$ cat src/rtl/hpu_pkg.sv
package hpu_pkg;

  // control field selector, wr_addr[1:0] when the address MSB is set
  typedef enum logic [1:0] {
    CTL_EXPECT = 2'b00,
    CTL_BANK   = 2'b01,
    CTL_MODE   = 2'b10,
    CTL_EDGE   = 2'b11
  } ctl_reg_e;

  localparam logic [2:0] MODE_POSITION = 3'b010;
  localparam logic [1:0] EDGE_SEL_RESET = 2'b11;

  // sel[0] enables rising, sel[1] enables falling
  function automatic logic edge_hit(input logic [1:0] sel, input logic prev, input logic cur);
    return (sel[0] && !prev && cur) || (sel[1] && prev && !cur);
  endfunction

  // buffer index formed from bank flag and expected position
  function automatic logic [7:0] buf_index(input logic [3:0] bank, input logic [3:0] pos,
                                           input int pos_w);
    return 8'((bank << pos_w) | pos);
  endfunction

endpackage

$ cat src/rtl/hpu_sense_sync.sv
module hpu_sense_sync #(
  parameter int NUM_SENSE = 3,
  localparam int ESEL_W = 2 * NUM_SENSE
) (
  input  logic                 clk,
  input  logic                 rst,
  input  logic [NUM_SENSE-1:0] sens_in,
  input  logic [ESEL_W-1:0]    esel,
  output logic [NUM_SENSE-1:0] sens_cur,
  output logic [NUM_SENSE-1:0] sens_prev,
  output logic                 edge_evt
);
  import hpu_pkg::*;

  logic [NUM_SENSE-1:0] meta_q;
  logic [NUM_SENSE-1:0] hit;

  for (genvar i = 0; i < NUM_SENSE; i++) begin : g_lane
    always_ff @(posedge clk) begin
      if (rst) begin
        meta_q[i]    <= 1'b0;
        sens_cur[i]  <= 1'b0;
        sens_prev[i] <= 1'b0;
      end else begin
        meta_q[i]    <= sens_in[i];
        sens_cur[i]  <= meta_q[i];
        sens_prev[i] <= sens_cur[i];
      end
    end
    assign hit[i] = edge_hit(esel[2*i +: 2], sens_prev[i], sens_cur[i]);
  end

  assign edge_evt = |hit;

endmodule

$ cat src/rtl/hpu_ctrl_regs.sv
module hpu_ctrl_regs #(
  parameter int NUM_SENSE = 3,
  parameter int BANK_W    = 1,
  localparam int ESEL_W = 2 * NUM_SENSE
) (
  input  logic                 clk,
  input  logic                 rst,
  input  logic                 wr_en,
  input  logic [1:0]           wr_sel,
  input  logic [ESEL_W-1:0]    wr_data,
  output logic [NUM_SENSE-1:0] exp_q,
  output logic [BANK_W-1:0]    bank_q,
  output logic [2:0]           mode_q,
  output logic [ESEL_W-1:0]    esel_q
);
  import hpu_pkg::*;

  always_ff @(posedge clk) begin
    if (rst) begin
      exp_q  <= '0;
      bank_q <= '0;
      mode_q <= '0;
      esel_q <= {NUM_SENSE{EDGE_SEL_RESET}};
    end else if (wr_en) begin
      case (ctl_reg_e'(wr_sel))
        CTL_EXPECT: exp_q  <= wr_data[NUM_SENSE-1:0];
        CTL_BANK:   bank_q <= wr_data[BANK_W-1:0];
        CTL_MODE:   mode_q <= wr_data[2:0];
        default:    esel_q <= wr_data;
      endcase
    end
  end

endmodule

$ cat src/rtl/hpu_pattern_bank.sv
module hpu_pattern_bank #(
  parameter int PAT_W = 16,
  parameter int IDX_W = 4,
  localparam int HALF_W  = PAT_W / 2,
  localparam int NUM_BUF = 1 << IDX_W
) (
  input  logic              clk,
  input  logic              wr_en,
  input  logic [IDX_W-1:0]  wr_idx,
  input  logic              wr_upper,
  input  logic [HALF_W-1:0] wr_data,
  input  logic [IDX_W-1:0]  rd_idx,
  output logic [PAT_W-1:0]  rd_pattern
);

  logic [PAT_W-1:0] mem [NUM_BUF];

  always_ff @(posedge clk) begin
    if (wr_en) begin
      if (wr_upper) mem[wr_idx][PAT_W-1:HALF_W] <= wr_data;
      else          mem[wr_idx][HALF_W-1:0]     <= wr_data;
    end
  end

  assign rd_pattern = mem[rd_idx];

endmodule

$ cat src/rtl/hall_pattern_updater.sv
module hall_pattern_updater #(
  parameter int PAT_W     = 16,
  parameter int NUM_SENSE = 3,
  parameter int BANKS     = 2,
  localparam int BANK_W = (BANKS > 1) ? $clog2(BANKS) : 1,
  localparam int IDX_W  = BANK_W + NUM_SENSE,
  localparam int HALF_W = PAT_W / 2,
  localparam int AW     = IDX_W + 2,
  localparam int ESEL_W = 2 * NUM_SENSE
) (
  input  logic                 clk,
  input  logic                 rst,
  input  logic [NUM_SENSE-1:0] sens_in,
  input  logic                 wr_en,
  input  logic [AW-1:0]        wr_addr,
  input  logic [HALF_W-1:0]    wr_data,
  output logic [PAT_W-1:0]     pat_out,
  output logic                 match_stb,
  output logic                 mismatch
);
  import hpu_pkg::*;

  // named internal events, observed by the bound checker
  logic [NUM_SENSE-1:0] sens_cur;
  logic [NUM_SENSE-1:0] sens_prev;
  logic                 edge_evt;
  logic [NUM_SENSE-1:0] exp_q;
  logic [BANK_W-1:0]    bank_q;
  logic [2:0]           mode_q;
  logic [ESEL_W-1:0]    esel_q;
  logic [PAT_W-1:0]     sel_pattern;
  logic [IDX_W-1:0]     sel_idx;
  logic                 buf_we;
  logic                 ctl_we;
  logic                 mode_on;
  logic                 pos_match;
  logic                 load_en;
  logic                 mism_evt;

  assign buf_we = wr_en && !wr_addr[AW-1];
  assign ctl_we = wr_en &&  wr_addr[AW-1];

  hpu_sense_sync #(.NUM_SENSE(NUM_SENSE)) u_sync (
    .clk      (clk),
    .rst      (rst),
    .sens_in  (sens_in),
    .esel     (esel_q),
    .sens_cur (sens_cur),
    .sens_prev(sens_prev),
    .edge_evt (edge_evt)
  );

  hpu_ctrl_regs #(.NUM_SENSE(NUM_SENSE), .BANK_W(BANK_W)) u_ctrl (
    .clk    (clk),
    .rst    (rst),
    .wr_en  (ctl_we),
    .wr_sel (wr_addr[1:0]),
    .wr_data(wr_data[ESEL_W-1:0]),
    .exp_q  (exp_q),
    .bank_q (bank_q),
    .mode_q (mode_q),
    .esel_q (esel_q)
  );

  assign sel_idx = IDX_W'(buf_index(4'(bank_q), 4'(exp_q), NUM_SENSE));

  hpu_pattern_bank #(.PAT_W(PAT_W), .IDX_W(IDX_W)) u_bank (
    .clk       (clk),
    .wr_en     (buf_we),
    .wr_idx    (wr_addr[IDX_W:1]),
    .wr_upper  (wr_addr[0]),
    .wr_data   (wr_data),
    .rd_idx    (sel_idx),
    .rd_pattern(sel_pattern)
  );

  assign mode_on   = (mode_q == MODE_POSITION);
  assign pos_match = (sens_cur == exp_q);
  assign load_en   = mode_on && edge_evt && pos_match;
  assign mism_evt  = mode_on && edge_evt && !pos_match;

  always_ff @(posedge clk) begin
    if (rst) begin
      pat_out   <= '0;
      match_stb <= 1'b0;
      mismatch  <= 1'b0;
    end else begin
      match_stb <= load_en;
      if (load_en) pat_out <= sel_pattern;
      if (mism_evt)   mismatch <= 1'b1;
      else if (wr_en) mismatch <= 1'b0;
    end
  end

endmodule

$ cat config.mk
export PLATFORM = sky130hd
export DESIGN_NAME = hall_pattern_updater
export DESIGN_NICKNAME = d
export VERILOG_FILES = /design/src/rtl/hpu_pkg.sv /design/src/rtl/hpu_sense_sync.sv /design/src/rtl/hpu_ctrl_regs.sv /design/src/rtl/hpu_pattern_bank.sv /design/src/rtl/hall_pattern_updater.sv
export SDC_FILE = /design/constraint.sdc
export NUM_CORES = 1
export LEC_CHECK = 0
export ABC_AREA = 0
export BUFFER_PORTS_ARGS = -buffer_cell sky130_fd_sc_hd__buf_2
export CORE_UTILIZATION = 35
export CTS_BUF_LIST = sky130_fd_sc_hd__clkbuf_8
export CTS_CLUSTER_SIZE = 40
export DETAILED_ROUTE_END_ITERATION = 16
export PLACE_DENSITY_LB_ADDON = 0.15
export REMOVE_ABC_BUFFERS = 1
export SYNTH_ARGS = -nofsm -noshare
export SYNTH_HDL_FRONTEND = slang
export SYNTH_SLANG_ARGS = --single-unit
$ cat constraint.sdc
create_clock -name clk -period 1.9 [get_ports clk]
set_input_delay 0.285 -clock clk [delete_from_list [all_inputs] [get_ports clk]]
set_output_delay 0.285 -clock clk [all_outputs]
set_load 0.01 [all_outputs]
==> impl_metrics.toml <==
[cells_and_area]
areaGrowthSynthToFinish_pct = 20.2
layout-drive-gt1-share_pct = 34.3
multi_input_area_sq_um = 2610
seqCellArea_sq_um = 8500
final_cell_area_sq_um = 13500
antenna_cells = 0
nets = 730
num-fill-cells = 2725

[synth]
synth_top_family_by_area = "multiplexers"
yosys-top-cells-area = "edfxtp_1 (69%), mux4_2 (13%), dfxtp_1 (7.2%)"
synth-xor-area-share_pct = 0.235
synth_ff_type = "edfxtp_1"
ys.warnings.count = 0
synth_cell_types = 36
ys_seq_elements = 296
synth_edf_count = 256
yosys-top-cells-count = "edfxtp_1 (256), mux4_2 (64), nor2_1 (51)"
synth_compound_area_share_pct = 4.37
synthSimpleGateAreaFrac_pct = 4.68
synth-seq-area-share_pct = 75.8
syn-instance-count = 579
yosysTopAreaCellShare_pct = 68.7
yosys-mux-area-fraction_pct = 13.1
netlist_area_sq_um = 11200
synth_top_area_cell = "edfxtp_1"
async_flop_share_pct = 0
synth.most_common_cell = "edfxtp_1"
synthAdderAreaFrac_pct = 0
avgSynthCellArea_sq_um = 19.3

[global_routing]
antenna_found_initial = 0
grt-ovfl-total = 0
grt_pass1_vias = 5984
grt_max_degree = 36
grt_pass1_wl_microns = 38500
grtUsageTotal_pct = 15.9

[timing]
timing.final.crit_period_ps = 1860
finalMaxSlewViolations = 0
hold_viol = 0
skew_ps = 30.4
setup_viol = 0
max_freq_mhz = 536
hold_ws_ps = 89.1
rsz0062_at_grt = "yes"
tightest_slew_ps = 788
period_share_pct = 98.1
slew_headroom_pct = 47.5

[drt]
drt_wl_total_microns = 25600
wl_met1_microns = 12000
drtPass1Iterations = 5
dr_wl_met3_microns = 900
wl_per_cell_microns = 22.3
top_layer_used = "met4"
routed-wl-met2_microns = 12200
via_per_inst = 5.06
vias = 5812
drc = 0
drtIter0Drc = 511
drtAntennaViolNets = 0

[critical_path]
critPathTopFamily = "simple AND/OR/NAND/NOR gates"
cpMaxStageDelayCell = "or3b_4"
reg2reg_slack_ps = 40
r2r_end = "pat_out[3]$_SDFFE_PP0P_"
reg2regPathDepth = 6
slowest_delay_ps = 410
reg2reg_from = "u_ctrl.mode_q[0]$_SDFFE_PP0P_"
critical_path.cell_chain = "or3b_4 -> nor4_4 -> o31ai_4 -> nor2b_4 -> clkbuf_16 -> a22o_1"
arrival_ps = 2300
startpoint_type = "flop"
cp_max_fo = 8
criticalPathCategory = "flop to flop"
worstPathBufferInverterCount = 1
worstPathRequired_ps = 2330
end_kind = "flop"

[hold_path]
hold_depth = 3
hp-start = "wr_en"
hold_end = "mismatch$_SDFFE_PP0P_"
hold_class = "primary input to flop"

[clock_tree]
cts_max_level = 2
numCtsBuffers = 47
clock_sinks = 296
clock_latency_ps = 550
cts_tree = "built"
cts.clk_slew.worst_paths_ps = 60
cts_root_buffer = "clkbuf_8"
clk_path_buf_depth = 3

[floorplan]
start_util_pct = 35.6
pin_count = 38
core_sq_um = 31500
die-height_microns = 181
rows = 65
die_w_microns = 181
design.die.area_sq_um = 32700

[power_and_ir_drop]
ir_worst_vdd_mv = 0.499
p_per_area_nw_per_um2 = 941
leakage_nw = 4.52

[placed_design]
dpl-instance-area_sq_um = 12300
port_buffers = 37
hpwl_microns = 16000
place_congestion = 0.766

[job]
maxCapViolCount = 0

[status]
outcome = "complete, no violations"
## worst min-delay path, delay by kind of cell
family | cells | cell delay, ps
buffers and inverters | 1 | 120
AO/OA/AOI/OAI | 1 | 50
AND/OR/NAND/NOR | 1 | 100
## placed cells by master, fill, tap and decap left out, types with 2 or more instances in the layout
cell type,count
a211o_1,6
a21oi_1,4
a22o_1,16
a22oi_1,19
a22oi_2,13
buf_12,10
buf_2,37
buf_4,57
buf_6,2
clkbuf_16,3
clkbuf_8,53
clkinv_1,10
clkinv_2,5
dfxtp_1,36
dfxtp_2,3
dlygate4sd3_1,3
edfxtp_1,256
inv_1,23
mux2i_1,3
mux4_2,64
nand2_1,27
nand2b_1,3
nand3_1,2
nand3b_1,3
nor2_1,51
nor2b_1,12
nor3_1,3
o21ai_0,3
xor2_1,3
## area by class of cell
type,count,area share [%]
clock inverter,33,1.16
inverter,6,0.167
sequential,296,63.1
tap,402,3.74
clock buffer,53,5.42
multi-input combinational,247,19.4
timing repair buffer,112,6.99
## how the worst max path moves through the flow
stage                               end  cells past startpoint                           from  slack (ps)
2_1_floorplan   pat_out[0]$_SDFFE_PP0P_                      5   u_ctrl.exp_q[0]$_SDFFE_PP0P_       -2190
3_3_place_gp    pat_out[9]$_SDFFE_PP0P_                      5   u_ctrl.exp_q[2]$_SDFFE_PP0P_        -100
3_5_place_dp   pat_out[13]$_SDFFE_PP0P_                      5   u_ctrl.exp_q[0]$_SDFFE_PP0P_        -120
4_1_cts         pat_out[8]$_SDFFE_PP0P_                      6   u_ctrl.exp_q[0]$_SDFFE_PP0P_           7
5_1_grt         pat_out[3]$_SDFFE_PP0P_                      6  u_ctrl.mode_q[0]$_SDFFE_PP0P_         -30
6_report        pat_out[3]$_SDFFE_PP0P_                      6  u_ctrl.mode_q[0]$_SDFFE_PP0P_          40
## sequential cells by signal (all words and copies together) (netlist names)
register / count
u_ctrl.bank_q: 1
u_sync.meta_q: 3
u_sync.sens_cur: 3
u_ctrl.exp_q: 3
match_stb: 1
u_ctrl.esel_q: 6
u_sync.sens_prev: 3
mismatch: 1
u_bank.mem: 256
u_ctrl.mode_q: 3
pat_out: 16
## stage by stage
stage                     util (%)  std cells  power, mW  TNS [ps]  setup WS, ps
after floorplan                  -        549       7.45    -40160         -2190
after global placement        38.9       1047       7.68      -490         -99.7
after detailed placement      38.9       1047       7.69      -498          -121
after CTS                     42.1       1139       12.8         0          7.06
after global routing          42.8       1149       13.1      -152         -27.1
final                         42.8       1149       12.7         0          35.8
## per-layer routing
| metal | vias up | global-route usage [%] |
|---|---|---|
| met3 | 35 | 2.72 |
| met2 | 115 | 25.0 |
| met4 | 0 | 4.82 |
| li1 | 2602 | - |
| met1 | 3060 | 22.5 |
| met5 | - | 0 |
## what timing repair did
| item | 4_1_cts | 5_1_grt |
|---|---|---|
| setup buffers | 3 | 8 |
| endpoints found under the hold margin | 3 | 0 |
| hold buffers | 3 | 0 |
| cloned | 0 | 3 |
| resized for setup | 9 | 21 |
| pin swaps | 0 | 13 |
| setup endpoints to repair | 9 | 15 |
## logic make-up after synthesis
group / Yosys count
compound gates: 64
xor+xnor: 3
buf+inv: 36
flops: 296
mux: 67
simple gates: 113
## report_power, final
part,internal [mW],switching [mW],total [mW],leakage (nW)
Sequential,7.11,0.0195,7.13,2.63
Combinational,0.175,0.285,0.460,1.37
Clock,2.68,2.40,5.08,0.521
Total,9.96,2.71,12.7,4.52
(Power assumes the default switching activity.)
